$ cat src/rtl/link_tx_pkg.sv
package link_tx_pkg;

    typedef enum logic [1:0] {
        RATIO_1   = 2'd0,
        RATIO_1P5 = 2'd1,
        RATIO_2   = 2'd2,
        RATIO_4   = 2'd3
    } ratio_e;

    typedef enum logic {
        LANES_4 = 1'b0,
        LANES_1 = 1'b1
    } lanes_e;

    // longest forwarded-clock period in ticks
    localparam int MAX_PERIOD = 8;

    function automatic int period_ticks(ratio_e r);
        case (r)
            RATIO_1:   return 2;
            RATIO_1P5: return 3;
            RATIO_2:   return 4;
            default:   return 8;
        endcase
    endfunction

    function automatic int high_ticks(int p);
        return (p + 1) / 2;
    endfunction

    function automatic int low_ticks(int p);
        return p / 2;
    endfunction

    // ticks taken by one short word
    function automatic int word_ticks(int p, lanes_e l, int word_w, int lane_w);
        int beats;
        beats = (l == LANES_1) ? word_w : word_w / lane_w;
        return beats * p / 2;
    endfunction

endpackage

$ cat src/rtl/link_tx_ackpipe.sv
module link_tx_ackpipe
    import link_tx_pkg::*;
#(
    parameter int ACK_MULT = 16
) (
    input  logic   clk,
    input  logic   rst,
    input  ratio_e ratio,
    input  logic   ack_in,
    output logic   ack_ok
);
    localparam int DEPTH = ACK_MULT * MAX_PERIOD - 2;
    localparam int IDX_W = $clog2(DEPTH);

    logic [DEPTH-1:0] hist;
    logic [IDX_W-1:0] tap;

    always_ff @(posedge clk) begin
        if (rst) hist <= '0;
        else     hist <= {hist[DEPTH-2:0], ack_in};
    end

    // three ticks are spent in the sampling flop, the take edge and the clock flop
    always_comb begin
        tap    = IDX_W'(ACK_MULT * period_ticks(ratio) - 3);
        ack_ok = hist[tap];
    end

endmodule

$ cat src/rtl/link_tx_ser.sv
module link_tx_ser
    import link_tx_pkg::*;
#(
    parameter int WORD_W = 16,
    parameter int LANE_W = 4
) (
    input  logic              clk,
    input  logic              rst,
    input  ratio_e            ratio,
    input  lanes_e            lanes,
    input  logic              ack_ok,
    input  logic              in_valid,
    input  logic [WORD_W-1:0] in_data,
    input  logic              in_last,
    output logic              in_ready,
    output logic              pclk,
    output logic [LANE_W-1:0] pdat,
    output logic              start_last
);
    localparam int BEATS_WIDE = WORD_W / LANE_W;
    localparam int BEAT_W     = $clog2(WORD_W);
    localparam int HALF_W     = $clog2(MAX_PERIOD);

    logic              busy;
    logic [HALF_W-1:0] tcnt;
    logic [BEAT_W-1:0] beat;
    logic [WORD_W-1:0] sreg;

    logic [HALF_W-1:0] half_len;
    logic [BEAT_W-1:0] last_beat;
    logic              half_end;
    logic              boundary;
    logic              take;

    always_comb begin
        half_len  = pclk ? HALF_W'(high_ticks(period_ticks(ratio)))
                         : HALF_W'(low_ticks(period_ticks(ratio)));
        last_beat = (lanes == LANES_1) ? BEAT_W'(WORD_W - 1) : BEAT_W'(BEATS_WIDE - 1);
        half_end  = busy && ((tcnt + HALF_W'(1)) == half_len);
        boundary  = !busy || (half_end && (beat == last_beat));
        in_ready  = boundary && ack_ok;
        take      = in_ready && in_valid;
        start_last = take && in_last;
    end

    generate
        if (LANE_W > 1) begin : g_multi
            always_comb
                pdat = (lanes == LANES_1) ? {{(LANE_W-1){1'b0}}, sreg[0]} : sreg[LANE_W-1:0];
        end else begin : g_single
            always_comb pdat = sreg[0];
        end
    endgenerate

    always_ff @(posedge clk) begin
        if (rst) begin
            busy <= 1'b0;
            pclk <= 1'b0;
            tcnt <= '0;
            beat <= '0;
            sreg <= '0;
        end else if (take) begin
            busy <= 1'b1;
            pclk <= 1'b1;
            tcnt <= '0;
            beat <= '0;
            sreg <= in_data;
        end else if (boundary) begin
            busy <= 1'b0;
            pclk <= 1'b0;
            tcnt <= '0;
            beat <= '0;
            sreg <= '0;
        end else if (half_end) begin
            pclk <= !pclk;
            tcnt <= '0;
            beat <= beat + BEAT_W'(1);
            sreg <= (lanes == LANES_1) ? (sreg >> 1) : (sreg >> LANE_W);
        end else begin
            tcnt <= tcnt + HALF_W'(1);
        end
    end


    take_starts_chk: assert property (@(posedge clk) disable iff (rst)
        (in_valid && in_ready) |=> (busy && pclk && beat == '0));


    idle_low_chk: assert property (@(posedge clk) disable iff (rst)
        !busy |-> (!pclk && pdat == '0));


    split_high_chk: assert property (@(posedge clk) disable iff (rst)
        ($rose(pclk) && ratio == RATIO_1P5) |=> pclk);


    split_low_chk: assert property (@(posedge clk) disable iff (rst)
        ($fell(pclk) && ratio == RATIO_1P5) |=> (pclk || !busy));


    fast_toggle_chk: assert property (@(posedge clk) disable iff (rst)
        (busy && $past(busy) && ratio == RATIO_1) |-> (pclk != $past(pclk)));

endmodule

$ cat src/rtl/link_tx_done.sv
module link_tx_done
    import link_tx_pkg::*;
#(
    parameter int WORD_W = 16,
    parameter int LANE_W = 4
) (
    input  logic   clk,
    input  logic   rst,
    input  ratio_e ratio,
    input  lanes_e lanes,
    input  logic   start_last,
    output logic   done
);
    localparam int DLY_W  = $clog2(2 * MAX_PERIOD + 2);
    localparam int HOLD_W = $clog2(3 * WORD_W * MAX_PERIOD / 2 + 1);

    logic [DLY_W-1:0]  dly;
    logic [HOLD_W-1:0] hold;
    logic              fire;
    logic [DLY_W-1:0]  dly_load;
    logic [HOLD_W-1:0] hold_load;

    always_comb begin
        dly_load  = DLY_W'(2 * period_ticks(ratio) + 1);
        hold_load = HOLD_W'(3 * word_ticks(period_ticks(ratio), lanes, WORD_W, LANE_W));
        fire      = (dly == DLY_W'(1));
    end

    always_ff @(posedge clk) begin
        if (rst) begin
            dly  <= '0;
            hold <= '0;
            done <= 1'b0;
        end else begin
            if (start_last)        dly <= dly_load;
            else if (dly != '0)    dly <= dly - DLY_W'(1);

            if (fire) begin
                done <= 1'b1;
                hold <= hold_load;
            end else if (done) begin
                if (hold == HOLD_W'(1)) begin
                    done <= 1'b0;
                    hold <= '0;
                end else begin
                    hold <= hold - HOLD_W'(1);
                end
            end
        end
    end


    done_width_chk: assert property (@(posedge clk) disable iff (rst)
        $rose(done) |=> done);

endmodule

$ cat src/rtl/link_tx.sv
module link_tx
    import link_tx_pkg::*;
#(
    parameter int WORD_W   = 16,
    parameter int LANE_W   = 4,
    parameter int ACK_MULT = 16
) (
    input  logic              clk,
    input  logic              rst,
    input  logic [1:0]        ratio_sel,
    input  logic              width_sel,
    input  logic              word_valid,
    input  logic [WORD_W-1:0] word_data,
    input  logic              word_last,
    output logic              word_ready,
    input  logic              ack_in,
    output logic              link_clk,
    output logic [LANE_W-1:0] link_dat,
    output logic              blk_done
);
    ratio_e ratio;
    lanes_e lanes;
    logic   ack_ok;
    logic   pclk;
    logic   start_last;

    always_comb begin
        ratio = ratio_e'(ratio_sel);
        lanes = lanes_e'(width_sel);
    end

    link_tx_ackpipe #(.ACK_MULT(ACK_MULT)) u_ack (
        .clk    (clk),
        .rst    (rst),
        .ratio  (ratio),
        .ack_in (ack_in),
        .ack_ok (ack_ok)
    );

    link_tx_ser #(.WORD_W(WORD_W), .LANE_W(LANE_W)) u_ser (
        .clk        (clk),
        .rst        (rst),
        .ratio      (ratio),
        .lanes      (lanes),
        .ack_ok     (ack_ok),
        .in_valid   (word_valid),
        .in_data    (word_data),
        .in_last    (word_last),
        .in_ready   (word_ready),
        .pclk       (pclk),
        .pdat       (link_dat),
        .start_last (start_last)
    );

    link_tx_done #(.WORD_W(WORD_W), .LANE_W(LANE_W)) u_done (
        .clk        (clk),
        .rst        (rst),
        .ratio      (ratio),
        .lanes      (lanes),
        .start_last (start_last),
        .done       (blk_done)
    );

    // forwarded clock trails the data by one tick so each beat settles first
    always_ff @(posedge clk) begin
        if (rst) link_clk <= 1'b0;
        else     link_clk <= pclk;
    end


    reset_quiet_chk: assert property (@(posedge clk)
        rst |=> (!link_clk && link_dat == '0 && !blk_done));

endmodule

$ cat config.mk
export PLATFORM = sky130hd
export DESIGN_NAME = link_tx
export DESIGN_NICKNAME = d
export VERILOG_FILES = /design/src/rtl/link_tx_pkg.sv /design/src/rtl/link_tx_ackpipe.sv /design/src/rtl/link_tx_ser.sv /design/src/rtl/link_tx_done.sv /design/src/rtl/link_tx.sv
export SDC_FILE = /design/constraint.sdc
export NUM_CORES = 1
export LEC_CHECK = 0
export ABC_AREA = 1
export BUFFER_PORTS_ARGS = -buffer_cell sky130_fd_sc_hd__buf_2
export CORE_UTILIZATION = 55
export CTS_BUF_LIST = sky130_fd_sc_hd__clkbuf_4 sky130_fd_sc_hd__clkbuf_8
export DETAILED_ROUTE_END_ITERATION = 8
export PLACE_DENSITY_LB_ADDON = 0.25
export SLEW_MARGIN = 5
export SYNTH_ARGS = -nofsm -noshare
export SYNTH_HDL_FRONTEND = slang
export SYNTH_HIERARCHICAL = 1
export SYNTH_SLANG_ARGS = --single-unit
$ cat constraint.sdc
create_clock -name clk -period 3.5 [get_ports clk]
set_clock_uncertainty 0.2 [all_clocks]
set_input_delay 0.7 -clock clk [delete_from_list [all_inputs] [get_ports clk]]
set_output_delay 0.7 -clock clk [all_outputs]
set_load 0.005 [all_outputs]
---- After elaboration in Yosys (flattened, before gate mapping) ----
Cells that the tools add are included.
operators by class
  equality and inequality tests ........... 6
  magnitude comparators ................... 1
  bitwise gates (word level) .............. 3
  $add $sub $neg .......................... 10
  mux-type cells .......................... 24
  $mul .................................... 2
  reductions and logical operators ........ 16
operator list
  kind                                                  count
  two-way mux 16 bit                                    3
  adder 32 x 1 -> 32 bit                                1
  multiplier 3 x 32 -> 8 bit (first input constant)     1
  two-way mux 8 bit                                     3
  two-way mux 15 bit                                    1
  two-way mux 5 bit                                     3
  one-hot mux 4 bit (3 select lines)                    1
  multiplier 5 x 4 -> 9 bit                             1
  two-way mux 1 bit                                     9
  adder 4 x 1 -> 4 bit (second input constant)          2
  equality test 8 x 1 -> 1 bit (second input constant)  1
  < comparator 7 x 8 -> 1 bit (second input constant)   1
  two-way mux 4 bit                                     2
  subtractor 8 x 1 -> 8 bit (second input constant)     1
  binary-select mux 1 bit (select 7 bit)                1
  subtractor 7 x 3 -> 7 bit (second input constant)     1
  adder 3 x 1 -> 3 bit                                  2
  nonzero test 2 bit                                    3
  adder 5 x 1 -> 5 bit (second input constant)          1
  equality test 5 x 1 -> 1 bit (second input constant)  1
  logical AND 1 bit                                     5
  nonzero test 5 bit                                    1
  subtractor 5 x 1 -> 5 bit (second input constant)     1
  equality test 4 bit                                   1
  other kinds (12)                                      15
word-level totals
  register bits ........................... 166
  word-level logic and storage cells ...... 72
  output and inout bits ................... 7
  bits of input ports ..................... 24

---- Logic depth before layout (Yosys ltp) ----
Gate-level depths: netlist of run 1.
  depth after elaboration ................. 14
  mapped depth ............................ 18
  depth with buffers taken out ............ 17

---- By module ----
The synthesis of run 1 kept the hierarchy.
by module, submodules not included
  module           seq. area each (µm²)  instances  cells each  area each (µm²)
  link_tx_ackpipe  2,522.4               1          402         3,616.0
  link_tx_ser      500.5                 1          251         1,684.1
  link_tx_done     280.3                 1          175         1,163.6
  link_tx          20.0                  1          3           30.0

---- Worst setup path after synthesis of run 1 ----
Ideal clock, no wire load.
  path type ............................... input to register
  from .................................... in ratio_sel[0]
  to ...................................... reg u_done.dly[1]
  setup time .............................. 86 ps
  data required time ...................... 3,214 ps
  slack ................................... 808 ps
  arrival ................................. 2,406 ps
  cell stages on the path ................. 15
  cells stage by stage .................... inv_1 > ha_1 > nand2_1 > nand3_1 > nand2_1 > nor2_2 > nand2_4 > nand2_8 > nand3_4 > nor3b_1 > buf_2 > inv_1 > nand4_1 > inv_1 > a211oi_1
on the way
  word-level cells in the longest chain between the ends .. 14
  elaborated cells on any way between the ends .. 23
  classes of those cells .................. 5 x add/sub; 3 x eq/ne; 5 x mux; 2 x bitwise; 8 x reduce/logical
RTL lines
  item                                                            RTL line            RTL
  from (decl)                                                     link_tx.sv:10       input logic [1:0] ratio_sel,
  equality test 2 bit, or another cell as far along               link_tx_pkg.sv:19   case (r)
  one-hot mux 4 bit (3 select lines) *                            link_tx_pkg.sv:19
  adder 4 x 1 -> 4 bit                                            link_tx_pkg.sv:28   return (p + 1) / 2;
  AND 1 bit (no line)                                             -
  adder 3 x 1 -> 3 bit (no line)                                  -
  two-way mux 3 bit                                               link_tx_ser.sv:36   half_len = pclk ? HALF_W'(high_ticks(period_ticks(ratio)))
  equality test 3 bit                                             link_tx_ser.sv:39   half_end = busy && ((tcnt + HALF_W'(1)) == half_len);
  logical AND 1 bit                                               link_tx_ser.sv:39
  logical AND 1 bit                                               link_tx_ser.sv:40   boundary = !busy || (half_end && (beat == last_beat));
  logical OR 1 bit                                                link_tx_ser.sv:40
  logical AND 1 bit *                                             link_tx_ser.sv:41   in_ready = boundary && ack_ok;
  logical AND 1 bit *                                             link_tx_ser.sv:42   take = in_ready && in_valid;
  logical AND 1 bit *                                             link_tx_ser.sv:43   start_last = take && in_last;
  net start_last                                                  link_tx.sv:25       logic start_last;
  two-way mux 5 bit / nonzero test 2 bit (equally long branches)  -
  to (signal assigned)                                            link_tx_done.sv:35  if (start_last) dly <= dly_load;
  to (signal assigned)                                            link_tx_done.sv:36  else if (dly != '0) dly <= dly - DLY_W'(1);
  to (decl)                                                       link_tx_done.sv:17  logic [DLY_W-1:0] dly;
Mark *: on every way through the listed nets, which the timed path passes. The rest lies on a longest branch. The select of a mux whose other input is x is not followed.
A chain may end at the register's enable or synchronous reset.

---- Worst setup path in the final report of run 1 ----
  from .................................... in ratio_sel[0]
  to ...................................... out word_ready
on the way
  word-level cells in the longest chain between the ends .. 11
  elaborated cells on any way between the ends .. 18
  classes of those cells .................. 4 x add/sub; 3 x eq/ne; 4 x mux; 2 x bitwise; 5 x reduce/logical
RTL lines
  item                                               RTL line           RTL
  equality test 2 bit, or another cell as far along  link_tx_pkg.sv:19
  one-hot mux 4 bit (3 select lines) *               link_tx_pkg.sv:19
  adder 4 x 1 -> 4 bit                               link_tx_pkg.sv:28
  AND 1 bit (no line)                                -
  adder 3 x 1 -> 3 bit (no line)                     -
  two-way mux 3 bit                                  link_tx_ser.sv:36
  equality test 3 bit                                link_tx_ser.sv:39
  logical AND 1 bit                                  link_tx_ser.sv:39
  logical AND 1 bit                                  link_tx_ser.sv:40
  logical OR 1 bit                                   link_tx_ser.sv:40
  logical AND 1 bit *                                link_tx_ser.sv:41
  to (decl)                                          link_tx.sv:15      output logic word_ready,
Every way passes the cells marked *; elsewhere a longest branch is shown, timed or not. The select of a mux whose other input is x is not followed.

==> results of run 1 <==
## power groups by stage
stage               clock network (mW)  logic [mW]  registers (mW)
floorplan                            0       0.726            2.08
global placement                     0       0.830            2.09
detailed placement                   0       0.871            2.09
CTS                               1.43       0.875            2.05
global route                      1.51        1.01            2.06
finish                            1.38       0.888            2.05
## cells in the final DEF, fill, tap and decap left out, drive strengths merged
cell type / instances
o22ai: 1
nand3: 51
a211oi: 2
clkinv: 4
nand4: 2
conb: 2
a21oi: 21
o21ai: 22
inv: 205
xnor2: 1
or2: 2
o21a: 1
fa: 1
ha: 17
nor2: 171
o211ai: 9
buf: 34
clkbuf: 19
a21boi: 1
xor2: 4
bufinv: 3
clkinvlp: 1
dfxtp: 166
nor3b: 1
nand2: 128
## cell families (layout without fill, tap and decap cells)
family          Yosys count  in the layout  synth area share
simple gates            355            355             0.245
xor+xnor                  5              5           0.00674
other cells               2              2           0.00116
fa+ha+maj                18             18            0.0358
buf+inv                 228            266             0.148
compound gates           57             57            0.0514
flops                   166            166             0.512
## critical path: stages
cell,delay [ps]
buf_2,220
inv_1,100
ha_1,290
nand2_1,60
nand3_1,90
nand2_1,70
nor2_2,160
nand2_4,110
nand2_8,100
nand3_4,100
inv_1,60
buf_2,100
## sequential cells by signal, summed over array words and instances (netlist names)
signal / count
u_ack/hist: 126
u_ser/pclk: 1
u_ser/tcnt: 3
u_ser/beat: 4
u_ser/sreg: 16
u_done/hold: 8
u_done/dly: 5
link_clk: 1
u_done/done: 1
u_ser/busy: 1
## metrics by stage
step,cells,setup slack [ps]
after floorplan,831,808
after global placement,983,316
after detailed placement,983,180
after CTS,1012,429
after global routing,1012,304
final,1012,443
## layer usage
layer / vias to the layer above / part of all wire
met3: 14 / 0.040
met2: 72 / 0.47
met5: - / 0
met1: 2072 / 0.48
met4: 0 / 0.015
li1: 2471 / -
## layout make-up
type	instances	area share
tap	143	0.0253
clock buffer	19	0.0353
timing repair buffer	34	0.0276
multi-input combinational	437	0.313
clock inverter	10	0.0207
inverter	203	0.108
sequential	166	0.471
## final timing paths
| check | to | slack [ps] | depth (start not counted) |
|---|---|---|---|
| hold reg to reg | u_ack/hist[122]$_SDFF_PP0_ | 200 | 2 |
| setup reg to reg | u_done/dly[2]$_SDFFE_PP0P_ | 850 | 14 |
| hold / removal | u_ack/hist[122]$_SDFF_PP0_ | 200 | 2 |
| setup / recovery | word_ready | 440 | 12 |
==> results.tsv, run 1 <==
metric	value	unit
Post-Syn Area per Cell	7.81	µm²
Critical R2R Launch	u_ser/tcnt[0]$_SDFF_PP0_	
WP data arrival	2160	ps
Starting Density	0.566	
Sw Share	0.303	
Pwr Total	4.32	mW
post-synth cell types	39	
most used routing layer	met2	
Worst-Margin Slew	547	ps
Min-Delay Path Class	reg -> reg	
Slew headroom	0.634	
Worst VDD drop	0.435	mV
final core utilization	0.616	
ant diodes	0	
setup TNS	0	ps
WP data required	2600	ps
TritonRoute pass-1 iters	4	
area leader, netlist	dfxtp_1	
post-route cell area	7060	µm²
Synth area leaders	dfxtp_1, inv_1, nor2_1, nand2_1, ha_1	
P_int	3.01	mW
part of the cycle the worst path needs	0.874	
clock latency on the worst-skew pair	450	ps
GP Congestion	0.861	
RSZ-0062 raised after global routing	no	
Leak Pwr	3.09	nW
Logic pwr share	0.206	
syn_nets	873	
area of the mapped netlist	6490	µm²
number of I/O pins	31	
hold slack	197	ps
# fillers	999	
Setup Viol. Count Final	0	
clk buf depth	2	
initial antenna violation count	0	
Detailed Route WL	10500	µm
first-pass GRT wire length	18500	µm
CTS resizes	0	
Seq/Total Area, Yosys	0.512	
CTS Buf Count	17	
Vias/cell	4.57	
Max Cap Viol	0	
area grow syn2layout	8.77	%
Clk pwr share	0.320	
total grt overflow	0	
Max Slew Vio Count	0	
Seq pwr share	0.474	
top-area cell type share of the netlist area	0.512	
Tmin final	3060	ps
cts hold-fix bufs	0	
Crit Path Max Fanout	12	
post-route ant nets	0	
die width	111	µm
Die Y	111	µm
synthesized instance count	831	
M3 GR Usage	0.0541	
row count	39	
Initial DRC Count	214	
max frequency	0.327	GHz
ys flop type	dfxtp_1	
most frequent cell after synthesis	inv_1	
layout cells sized above 1	0.119	
Critical Path Sink Type	output port	
DRC violations left	0	
hold_sp	u_ack/hist[121]$_SDFF_PP0_	
Worst Setup Path Type	in -> out	
overall routing resource usage	0.184	
CP startpoint	ratio_sel[0]	
# port buffers	30	
Total Nets Final	901	
dpl cell area	6670	µm²
Post-synth top cells	inv_1, dfxtp_1, nor2_1	
multi-input logic area	2210	µm²
Reg area	3320	µm²
Clock Sinks	166	
core region area	11500	µm²
type of origin of the critical path	input port	
Clk pin slew, worst setup/hold paths	80	ps
# H-tree levels	4	
die area	12200	µm²
Detailed Place HPWL	6820	µm
yosys warns	6	
vias in the first global route	4381	
Synth Register Bits	166	
Fin. Hold Viols	0	
postcts setup bufs	0	
met2 usage	0.308	
GRT met1 Usage	0.221	
Root Buffer	clkbuf_8	
largest net degree at the start of global routing	127	
CTS tree	done	
drt wl/cell	10.4	µm
Post-synth EDFFs	0	
ys async rst share	0	
run status	complete, no violations	
via count	4629	
P_sw	1.31	mW
PwrDens	612	nW/µm²
Power figures use the tool's default switching activity.
==> run 2, diff against run 1 <==
--- a/config.mk
+++ b/config.mk
@@ -5,10 +5,10 @@
 export SDC_FILE = /design/constraint.sdc
 export NUM_CORES = 1
 export LEC_CHECK = 0
-export ABC_AREA = 1
 export BUFFER_PORTS_ARGS = -buffer_cell sky130_fd_sc_hd__buf_2
 export CORE_UTILIZATION = 55
 export CTS_BUF_LIST = sky130_fd_sc_hd__clkbuf_4 sky130_fd_sc_hd__clkbuf_8
+export CTS_CLUSTER_DIAMETER = 150
 export DETAILED_ROUTE_END_ITERATION = 8
 export PLACE_DENSITY_LB_ADDON = 0.25
 export SLEW_MARGIN = 5
==> run 2 against run 1 <==
Net effect: die area decreased by 6.6%; sequential power about the same; sequential cell count unchanged; non-clock buffer count increased by 4; design area decreased by 5.7%; critical path type unchanged; largest power group unchanged; highest routed layer unchanged.
==> results.tsv, run 2 <==
metric	value	unit
run status	complete, no violations	
met2 usage	0.274	
Synth Register Bits	166	
crit-path cells	buf_2, inv_1, ha_1, nand2b_1, and3_1, o211ai_1, o21ai_1, and2_1, buf_2	
Worst VDD drop	0.397	mV
Critical R2R Launch	u_ser/tcnt[0]$_SDFF_PP0_	
via count	3705	
GP Congestion	0.788	
CTS resizes	0	
# port buffers	30	
Seq/Total Area, Yosys	0.548	
Vias/cell	5.08	
TritonRoute pass-1 iters	4	
pre-CTS worst setup slack	125	ps
area grow syn2layout	9.91	%
Max Cap Viol	0	
Largest regs	u_ack/hist x126, u_ser/sreg x16, u_done/hold x8	
Initial DRC Count	176	
overall routing resource usage	0.171	
Most Frequent Cell on Critical Path	buf_2	
GRT met1 Usage	0.210	
layout cells sized above 1	0.197	
Fin. Hold Viols	0	
# H-tree levels	4	
postcts setup bufs	0	
CTS tree	done	
M3 GR Usage	0.0565	
most used routing layer	met2	
Max Slew Vio Count	0	
Root Buffer	clkbuf_8	
max frequency	0.306	GHz
area leader, netlist	dfxtp_1	
largest register by flop count	u_ack/hist	
# fillers	861	
yosys warns	6	
post-route ant nets	0	
Worst-Margin Slew	879	ps
Critical Path Slowest Stage Cell	o211ai_1	
Post-synth EDFFs	0	
Tmin final	3270	ps
drt wl/cell	12.3	µm
Post-Syn Area per Cell	11.0	µm²
Total Nets Final	622	
multi-input logic area	2500	µm²
type of origin of the critical path	input port	
CP startpoint	ratio_sel[1]	
most common cell after layout, fill and taps aside	dfxtp_1	
most frequent cells in the layout	dfxtp_1, nor2b_1, nor2b_2, buf_2, and3_1	
Starting Density	0.577	
clock latency on the worst-skew pair	430	ps
syn_nets	593	
WP data arrival	2370	ps
CP peak stage delay	310	ps
Crit Path Max Fanout	13	
CTS Buf Count	17	
part of the cycle the worst path needs	0.933	
Critical Path Sink Type	output port	
most frequent cell after synthesis	dfxtp_1	
DRC violations left	0	
hold_sp	u_ack/hist[38]$_SDFF_PP0_	
synthesized instance count	551	
area of the mapped netlist	6060	µm²
initial antenna violation count	0	
ys flop type	dfxtp_1	
ys async rst share	0	
die area	11400	µm²
Post-synth top cells	dfxtp_1, nor2b_1, nor2b_2	
Detailed Route WL	8930	µm
die width	107	µm
Synth area leaders	dfxtp_1, nor2b_1, nor2b_2, ha_1, mux2i_1	
Clk pin slew, worst setup/hold paths	90	ps
first-pass GRT wire length	15400	µm
RSZ-0062 raised after global routing	no	
Detailed Place HPWL	5620	µm
Min-Delay Path Class	reg -> reg	
Reg area	3320	µm²
total grt overflow	0	
row count	37	
number of flip-flops in the largest register	126	
Leak Pwr	2.80	nW
Setup Viol. Count Final	0	
top-area cell type share of the netlist area	0.548	
Slew headroom	0.414	
WP data required	2600	ps
number of I/O pins	31	
post-synth cell types	65	
Final Worst Setup Slack	235	ps
cts hold-fix bufs	0	
Clock Sinks	166	
Die Y	107	µm
Worst Setup Path Type	in -> out	
vias in the first global route	3527	
setup TNS	0	ps
PwrDens	593	nW/µm²
core region area	10500	µm²
clk buf depth	2	
largest net degree at the start of global routing	96	
ant diodes	0	
## run 2: changes by cell type in the layout (fill, tap and decap cells not counted), moves of 31 or more
| cell | before | now |
|---|---|---|
| inv_1 | 198 | 12 |
| nand2_1 | 122 | 16 |
| nand3_1 | 38 | 3 |
| nor2_1 | 160 | 14 |
| nor2b_1 | 0 | 101 |
| nor2b_2 | 0 | 31 |
## run 2: final timing paths
path,cells after the start,endpoint,slack (ps)
worst max-delay path,9,word_ready,230
worst min-delay path,1,u_ack/hist[39]$_SDFF_PP0_,240
worst max register to register,9,u_done/dly[1]$_SDFFE_PP0P_,770
worst min register to register,1,u_ack/hist[39]$_SDFF_PP0_,240
## run 2: logic make-up after synthesis
family,synth area share
AOI/OAI and AO/OA,0.0750
xor gates and xnor gates,0.0159
adders and majority gates,0.0384
buffers and inverters,0.0394
DFF,0.548
muxes,0.0320
other,0.00124
and+or+nand+nor,0.250
## run 2: final cells by class
type / count / share of cell area
inverters: 12 / 0.00676
repair buffers: 38 / 0.0319
clock buffers: 17 / 0.0351
flip-flops and latches: 166 / 0.499
well taps: 136 / 0.0255
multi-input cells: 345 / 0.376
clock inverters: 15 / 0.0257
## run 2: stage by stage
stage          instances  hold slack (ps)   util  area, µm²  power, mW
2_1_floorplan        551              214      -       6060       2.51
3_3_place_gp         697              216  0.595       6250       2.60
3_5_place_dp         697              222  0.595       6250       2.63
4_1_cts              729              224  0.634       6660       4.00
5_1_grt              729              230  0.634       6660       4.15
6_report             729              241  0.634       6660       3.95
## run 2: layer usage
metal / vias up / routed length (µm) / share of wire
li1: 1898 / - / -
met5: - / 0 / 0
met3: 9 / 323 / 0.036
met4: 0 / 87 / 0.0097
met2: 47 / 4080 / 0.46
met1: 1751 / 4440 / 0.50
## run 2: worst max-delay path, delay by kind of cell
kind                     cells  cell delay [ps]
AND/OR/NAND/NOR              3              580
AO/OA/AOI/OAI                2              440
adder cells (fa/ha/maj)      1              210
buffers and inverters        3              420
## run 2: where the power goes
part	internal, mW	switching, mW
sequential	1.96	0.0812
clock	0.653	0.704
combinational	0.251	0.303
